==> src/rtl/sxs_pkg.sv <==
package sxs_pkg;
  typedef enum logic [1:0] {
    XM_SINGLE = 2'b00,
    XM_MULTI  = 2'b01,
    XM_TRACK  = 2'b10,
    XM_RSVD   = 2'b11
  } xfer_mode_e;

  typedef enum logic [1:0] {
    ST_IDLE  = 2'd0,
    ST_ISSUE = 2'd1,
    ST_WAIT  = 2'd2,
    ST_FIN   = 2'd3
  } seq_state_e;
endpackage

==> src/rtl/sxs_position.sv <==
module sxs_position #(
  parameter int NUM_W = 8
) (
  input  logic             clk,
  input  logic             rst_n,
  input  logic             load,
  input  logic [NUM_W-1:0] ld_track,
  input  logic [NUM_W-1:0] ld_sector,
  input  logic             ld_side,
  input  logic             advance,
  input  logic [NUM_W-1:0] spt,
  output logic [NUM_W-1:0] track,
  output logic [NUM_W-1:0] sector,
  output logic             side
);
  localparam logic [NUM_W-1:0] ONE = NUM_W'(1);

  logic wrap;
  assign wrap = (sector >= spt);

  always_ff @(posedge clk or negedge rst_n) begin
    if (!rst_n) begin
      track  <= '0;
      sector <= ONE;
      side   <= 1'b0;
    end else if (load) begin
      track  <= ld_track;
      sector <= ld_sector;
      side   <= ld_side;
    end else if (advance) begin
      if (wrap) begin
        sector <= ONE;
        track  <= track + ONE;
      end else begin
        sector <= sector + ONE;
      end
    end
  end
endmodule

==> src/rtl/sxs_counters.sv <==
module sxs_counters #(
  parameter int NUM_W = 8
) (
  input  logic             clk,
  input  logic             rst_n,
  input  logic             load,
  input  logic [NUM_W-1:0] ld_count,
  input  logic [NUM_W-1:0] ld_remain,
  input  logic             step,
  output logic [NUM_W-1:0] count,
  output logic             last
);
  localparam logic [NUM_W-1:0] ONE = NUM_W'(1);

  logic [NUM_W-1:0] remain;

  assign last = (remain == ONE);

  always_ff @(posedge clk or negedge rst_n) begin
    if (!rst_n) begin
      count  <= '0;
      remain <= '0;
    end else if (load) begin
      count  <= ld_count;
      remain <= ld_remain;
    end else if (step) begin
      count  <= (count == '0) ? '0 : count - ONE;
      remain <= (remain == '0) ? '0 : remain - ONE;
    end
  end
endmodule

==> src/rtl/sxs_dma_ptr.sv <==
module sxs_dma_ptr #(
  parameter int ADDR_W    = 24,
  parameter int SEC_BYTES = 512
) (
  input  logic              clk,
  input  logic              rst_n,
  input  logic              load,
  input  logic [ADDR_W-1:0] base,
  input  logic              step,
  output logic [ADDR_W-1:0] addr
);
  localparam logic [ADDR_W-1:0] STRIDE = ADDR_W'(SEC_BYTES);

  always_ff @(posedge clk or negedge rst_n) begin
    if (!rst_n)     addr <= '0;
    else if (load)  addr <= base;
    else if (step)  addr <= addr + STRIDE;
  end
endmodule

==> src/rtl/sector_xfer_seq.sv <==
module sector_xfer_seq
  import sxs_pkg::*;
#(
  parameter int ADDR_W    = 24,
  parameter int NUM_W     = 8,
  parameter int SEC_BYTES = 512
) (
  input  logic              clk,
  input  logic              rst_n,
  input  logic              start,
  input  logic [1:0]        mode,
  input  logic              wr_en,
  input  logic [NUM_W-1:0]  trk_in,
  input  logic [NUM_W-1:0]  sec_in,
  input  logic [NUM_W-1:0]  cnt_in,
  input  logic [NUM_W-1:0]  spt,
  input  logic              side_sel_n,
  input  logic [ADDR_W-1:0] dma_base,
  output logic              req_valid,
  input  logic              req_ready,
  output logic [NUM_W-1:0]  req_track,
  output logic [NUM_W-1:0]  req_sector,
  output logic              req_side,
  output logic              req_write,
  output logic [ADDR_W-1:0] req_addr,
  input  logic              resp_valid,
  output logic              resp_ready,
  input  logic              resp_ok,
  output logic              busy,
  output logic              done,
  output logic              error,
  output logic              spin_down,
  output logic [NUM_W-1:0]  sec_count,
  output logic [ADDR_W-1:0] dma_addr
);
  seq_state_e       state, state_nx;
  xfer_mode_e       mode_e;
  logic             accept, resp_hit, step_ok, step_bad, last;
  logic [NUM_W-1:0] remain_init;
  logic             done_q, err_q, write_q;

  assign mode_e   = xfer_mode_e'(mode);
  assign accept   = start && (state == ST_IDLE);
  assign resp_hit = resp_valid && (state == ST_WAIT);
  assign step_ok  = resp_hit && resp_ok;
  assign step_bad = resp_hit && !resp_ok;

  always_comb begin
    unique case (mode_e)
      XM_MULTI: remain_init = cnt_in;
      XM_TRACK: remain_init = spt;
      default:  remain_init = NUM_W'(1);
    endcase
  end

  always_comb begin
    state_nx = state;
    unique case (state)
      ST_IDLE:  if (accept) state_nx = (remain_init == '0) ? ST_FIN : ST_ISSUE;
      ST_ISSUE: if (req_ready) state_nx = ST_WAIT;
      ST_WAIT: begin
        if (step_ok)       state_nx = last ? ST_FIN : ST_ISSUE;
        else if (step_bad) state_nx = ST_IDLE;
      end
      ST_FIN:   state_nx = ST_IDLE;
      default:  state_nx = ST_IDLE;
    endcase
  end

  always_ff @(posedge clk or negedge rst_n) begin
    if (!rst_n) begin
      state   <= ST_IDLE;
      done_q  <= 1'b0;
      err_q   <= 1'b0;
      write_q <= 1'b0;
    end else begin
      state  <= state_nx;
      done_q <= (state == ST_FIN) || step_bad;
      if (accept) begin
        err_q   <= 1'b0;
        write_q <= wr_en;
      end else if (step_bad) begin
        err_q <= 1'b1;
      end
    end
  end

  sxs_position #(.NUM_W(NUM_W)) u_pos (
    .clk       (clk),
    .rst_n     (rst_n),
    .load      (accept),
    .ld_track  (trk_in),
    .ld_sector (sec_in),
    .ld_side   (~side_sel_n),
    .advance   (step_ok),
    .spt       (spt),
    .track     (req_track),
    .sector    (req_sector),
    .side      (req_side)
  );

  sxs_counters #(.NUM_W(NUM_W)) u_cnt (
    .clk       (clk),
    .rst_n     (rst_n),
    .load      (accept),
    .ld_count  (cnt_in),
    .ld_remain (remain_init),
    .step      (step_ok),
    .count     (sec_count),
    .last      (last)
  );

  sxs_dma_ptr #(.ADDR_W(ADDR_W), .SEC_BYTES(SEC_BYTES)) u_dma (
    .clk   (clk),
    .rst_n (rst_n),
    .load  (accept),
    .base  (dma_base),
    .step  (step_ok),
    .addr  (dma_addr)
  );

  assign req_valid  = (state == ST_ISSUE);
  assign resp_ready = (state == ST_WAIT);
  assign busy       = (state != ST_IDLE);
  assign req_write  = write_q;
  assign req_addr   = dma_addr;
  assign done       = done_q;
  assign spin_down  = done_q;
  assign error      = err_q;
endmodule

==> config.mk <==
export PLATFORM = sky130hd
export DESIGN_NAME = sector_xfer_seq
export DESIGN_NICKNAME = d
export VERILOG_FILES = /design/src/rtl/sxs_pkg.sv /design/src/rtl/sxs_position.sv /design/src/rtl/sxs_counters.sv /design/src/rtl/sxs_dma_ptr.sv /design/src/rtl/sector_xfer_seq.sv
export SDC_FILE = /design/constraint.sdc
export NUM_CORES = 1
export LEC_CHECK = 0
export BUFFER_PORTS_ARGS = -buffer_cell sky130_fd_sc_hd__clkbuf_2
export CORE_MARGIN = 5
export CORE_UTILIZATION = 50
export CTS_CLUSTER_DIAMETER = 30
export DETAILED_ROUTE_END_ITERATION = 16
export PLACE_DENSITY = 0.8
export SYNTH_ARGS = -nofsm -noshare
export SYNTH_HDL_FRONTEND = slang
export SYNTH_HIERARCHICAL = 1
export SYNTH_SLANG_ARGS = --single-unit
==> constraint.sdc <==
create_clock -name clk -period 3.45 [get_ports clk]
set_clock_uncertainty 0.15 [all_clocks]
set_input_delay 0.345 -clock clk [delete_from_list [all_inputs] [get_ports clk]]
set_output_delay 0.345 -clock clk [all_outputs]
set_load 0.01 [all_outputs]
==> flow_results.xml <==
<?xml version="1.0" encoding="UTF-8"?>
<metrics>
  <group name="grt">
    <metric name="antenna_violations_before_repair" unit="">0</metric>
    <metric name="grt-ovfl-total" unit="">0</metric>
    <metric name="global_route_wire_length_before_repair" unit="um">17800</metric>
    <metric name="grt_pass1_vias" unit="">3664</metric>
    <metric name="grt_use_total" unit="%">21.9</metric>
    <metric name="grt_max_degree" unit="">42</metric>
  </group>
  <group name="sta">
    <metric name="max_freq" unit="MHz">358</metric>
    <metric name="finalSetupViolations" unit="">0</metric>
    <metric name="measured_slew_at_the_worst_slew_check_pin" unit="ps">692</metric>
    <metric name="timing.final.hold_violations" unit="">0</metric>
    <metric name="worst_slew_margin_rel" unit="%">53.7</metric>
    <metric name="timing.final.crit_period" unit="ps">2800</metric>
    <metric name="drv_slew" unit="">0</metric>
    <metric name="final.period_utilization" unit="%">81.0</metric>
    <metric name="totalNegativeSetupSlack" unit="ps">0</metric>
    <metric name="rsz0062_at_grt" unit="">false</metric>
  </group>
  <group name="final_layout">
    <metric name="fillCellCount" unit="">702</metric>
    <metric name="post_route_cells_drive_above_1_share" unit="%">35.8</metric>
    <metric name="n_antenna_cell" unit="">0</metric>
    <metric name="layout.cell_area.non_filler" unit="mm2">0.00489</metric>
    <metric name="number_of_nets_in_the_final_layout" unit="">636</metric>
    <metric name="layout_area_overhead" unit="%">21.0</metric>
    <metric name="multiInputGateArea" unit="mm2">0.00212</metric>
    <metric name="stdcell_count" unit="">660</metric>
    <metric name="layout_common_cells" unit="">sky130_fd_sc_hd__clkbuf_2, sky130_fd_sc_hd__dfrtp_1, sky130_fd_sc_hd__nand2_1</metric>
    <metric name="sequential_cell_area" unit="mm2">0.00155</metric>
    <metric name="layout_commonest_cell" unit="">sky130_fd_sc_hd__clkbuf_2</metric>
  </group>
  <group name="hold_path">
    <metric name="hold_start" unit="">dma_base[12]</metric>
    <metric name="min_path_cells" unit="">3</metric>
    <metric name="worst_hold_path_type" unit="">primary input to flop</metric>
  </group>
  <group name="clock_tree">
    <metric name="htreeDepth" unit="">3</metric>
    <metric name="cts-resized-gates" unit="">0</metric>
    <metric name="cts.sinks" unit="">62</metric>
    <metric name="cts_buffer_depth" unit="">2</metric>
    <metric name="postCtsSetupBuffers" unit="">0</metric>
    <metric name="tritoncts_clock_tree" unit="">yes</metric>
    <metric name="cts-hold-fix-buffers" unit="">1</metric>
    <metric name="clk_pin_slew" unit="ps">80</metric>
    <metric name="buffer_type_at_the_clock_tree_root" unit="">sky130_fd_sc_hd__clkbuf_8</metric>
    <metric name="tritoncts.num_buffers" unit="">9</metric>
    <metric name="worstSkewPairLatency" unit="ps">340</metric>
  </group>
  <group name="worst_setup_path">
    <metric name="worstPathCellList" unit="">inv_1 -&gt; ha_1 -&gt; nand2b_1 -&gt; a2111o_1 -&gt; a31oi_2 -&gt; nor4_1 -&gt; a211o_2</metric>
    <metric name="number_of_gates_on_the_worst_path_with_buffers_counted" unit="">7</metric>
    <metric name="timing.rr.start" unit="">u_pos/sector[0]$_DFFE_PN1P_</metric>
    <metric name="reg2regPathDepth" unit="">7</metric>
    <metric name="worst_path_max_delay_cell" unit="">sky130_fd_sc_hd__dfstp_2</metric>
    <metric name="nature_of_the_critical_path_endpoint" unit="">flop</metric>
    <metric name="timing.critical_path.required" unit="ps">3540</metric>
    <metric name="critPathLaunchType" unit="">flop</metric>
    <metric name="worst-path-max-fanout" unit="">11</metric>
    <metric name="cpPeakStageDelay" unit="ps">610</metric>
    <metric name="worst_setup_path_startpoint" unit="">u_pos/sector[0]$_DFFE_PN1P_</metric>
    <metric name="critical_path.top_delay_family" unit="">compound AO/OA/AOI/OAI gates</metric>
    <metric name="cp_num_buf_inv" unit="">1</metric>
    <metric name="critical_path_class" unit="">flop to flop</metric>
    <metric name="crit_arrival" unit="ps">2880</metric>
  </group>
  <group name="outcome">
    <metric name="outcome" unit="">completed</metric>
  </group>
  <group name="placement">
    <metric name="dp_hpwl" unit="um">8410</metric>
    <metric name="gpl_congestion" unit="">0.812</metric>
    <metric name="post_dp_area" unit="mm2">0.00466</metric>
    <metric name="placed_instances" unit="">643</metric>
    <metric name="io_buffer_count" unit="">145</metric>
  </group>
  <group name="floorplanning">
    <metric name="fp.dieArea" unit="mm2">0.00998</metric>
    <metric name="die_w" unit="um">99.9</metric>
    <metric name="design.portCount" unit="">146</metric>
    <metric name="design.core.area" unit="mm2">0.00781</metric>
    <metric name="rows" unit="">32</metric>
    <metric name="die_h" unit="um">99.9</metric>
    <metric name="initial_utilization" unit="%">51.8</metric>
  </group>
  <group name="synth">
    <metric name="synth_fp_nets" unit="">515</metric>
    <metric name="ys_seq_elements" unit="">62</metric>
    <metric name="async_flop_share" unit="%">100</metric>
    <metric name="netlist.area_leader.share" unit="%">37.8</metric>
    <metric name="post_synth_num_cell_types" unit="">67</metric>
    <metric name="syn_inst" unit="">432</metric>
    <metric name="synth_top_area_cell" unit="">sky130_fd_sc_hd__dfrtp_1</metric>
    <metric name="yosysWarningCount" unit="">6</metric>
    <metric name="synth_edf_count" unit="">0</metric>
    <metric name="register_area_share_after_synthesis" unit="%">38.4</metric>
    <metric name="synth_top_flop_cell" unit="">sky130_fd_sc_hd__dfrtp_1</metric>
    <metric name="post_synth.cell_area_avg" unit="um2">9.36</metric>
    <metric name="ys_top_cells_by_area" unit="">sky130_fd_sc_hd__dfrtp_1, sky130_fd_sc_hd__ha_1, sky130_fd_sc_hd__buf_4</metric>
    <metric name="synth_area" unit="mm2">0.00404</metric>
  </group>
  <group name="power">
    <metric name="switching_share" unit="%">44.3</metric>
    <metric name="share_clk_of_total_power" unit="%">16.9</metric>
    <metric name="seqPwrFrac" unit="%">36.1</metric>
    <metric name="combPwrFrac" unit="%">47.0</metric>
    <metric name="power.net_switching" unit="uW">1880</metric>
    <metric name="vdd_drop_max" unit="uV">478</metric>
    <metric name="power_density" unit="mW/mm2">868</metric>
    <metric name="cellLeakagePower" unit="uW">0.00232</metric>
    <metric name="p_int" unit="uW">2360</metric>
  </group>
  <group name="flow_run">
    <metric name="max-cap-violations" unit="">0</metric>
  </group>
  <group name="routing">
    <metric name="remaining_routing_drc_violations" unit="">0</metric>
    <metric name="wire_per_inst" unit="um">16.6</metric>
    <metric name="avgViaCountPerCell" unit="">5.67</metric>
    <metric name="route.vias.total" unit="">3744</metric>
    <metric name="routed_wl" unit="um">11000</metric>
    <metric name="dr.first_iter.drc_count" unit="">167</metric>
    <metric name="dr.pass1.iters" unit="">4</metric>
    <metric name="antenna_left" unit="">0</metric>
  </group>
</metrics>
## flip-flops by register name, indices dropped and copies added (netlist names)
| register | count |
|---|---|
| error | 1 |
| u_pos/track | 8 |
| state | 2 |
| u_cnt/count | 8 |
| req_write | 1 |
| u_pos/sector | 8 |
| done | 1 |
| u_cnt/remain | 8 |
| u_pos/side | 1 |
| u_dma/addr | 24 |
## power groups by stage
| stage | Combinational [uW] | Clock, uW | Sequential, uW |
|---|---|---|---|
| 5_1_grt | 2200 | 770 | 1600 |
| 2_1_floorplan | 1340 | 0 | 1570 |
| 6_report | 2000 | 718 | 1530 |
| 3_3_place_gp | 1940 | 0 | 1520 |
| 4_1_cts | 2010 | 740 | 1530 |
| 3_5_place_dp | 2000 | 0 | 1540 |
## path summary, 6_finish.rpt
check | slack (ps) | endpoint
setup / recovery | 650 | u_pos/track[7]$_DFFE_PN0P_
hold / removal | 50 | u_dma/addr[12]$_DFFE_PN0N_
setup reg to reg | 650 | u_pos/track[7]$_DFFE_PN0P_
hold reg to reg | 360 | req_write$_DFFE_PN0P_
max in group asynchronous | 2180 | u_pos/sector[0]$_DFFE_PN1P_
min in group asynchronous | 230 | u_pos/sector[6]$_DFFE_PN0P_
## kinds of logic (layout without fill, tap and decap cells)
kind of cell / count (synthesis) / count (layout) / share of synthesized area [%]
mux: 19 / 19 / 5.11
xor+xnor: 12 / 12 / 2.60
compound gates: 108 / 108 / 19.6
flops: 62 / 62 / 38.4
fa+ha+maj: 17 / 17 / 5.26
simple gates: 147 / 147 / 19.7
buf+inv: 67 / 193 / 9.25
## layer usage
metal | track usage [%] | share of wire, % | vias up
li1 | - | - | 1818
met1 | 28.8 | 42 | 1777
met2 | 35.9 | 49 | 134
met3 | 5.07 | 7.3 | 15
met4 | 6.72 | 1.7 | 0
met5 | 0 | 0 | -
## cell usage after synthesis, types with 13 or more instances
cell and number:
sky130_fd_sc_hd__mux2_2 13, sky130_fd_sc_hd__nand2_1 32, sky130_fd_sc_hd__nor3_1 15, sky130_fd_sc_hd__nand3_1 15, sky130_fd_sc_hd__o21ai_0 22, sky130_fd_sc_hd__ha_1 17
sky130_fd_sc_hd__nor2_1 29, sky130_fd_sc_hd__buf_4 25, sky130_fd_sc_hd__dfrtp_1 61, sky130_fd_sc_hd__a21oi_1 13, sky130_fd_sc_hd__a31oi_1 13, sky130_fd_sc_hd__inv_1 25
## cell type report
cell class / count / area share [%]
Clock inverter: 7 / 1.99
Multi-Input combinational cell: 303 / 43.3
Timing Repair Buffer: 152 / 16.0
Clock buffer: 9 / 2.53
Sequential cell: 62 / 31.7
Inverter: 25 / 1.92
Tap cell: 102 / 2.61
## per-stage QoR
stage / power [uW] / hold slack (ps) / setup WS (ps) / utilization [%]
after floorplan: 2920 / -101 / 729 / -
after global placement: 3450 / 65.7 / 766 / 59.7
after detailed placement: 3540 / 66.5 / 676 / 59.7
after CTS: 4280 / 36.2 / 676 / 62.7
after global routing: 4570 / 44.4 / 516 / 62.7
final: 4250 / 49.9 / 655 / 62.7
## tightest hold or removal path: stages
cell	delay, ps
sky130_fd_sc_hd__clkbuf_2	80
sky130_fd_sc_hd__nand2_1	40
sky130_fd_sc_hd__o21ai_0	50
(Power assumes the default switching activity.)
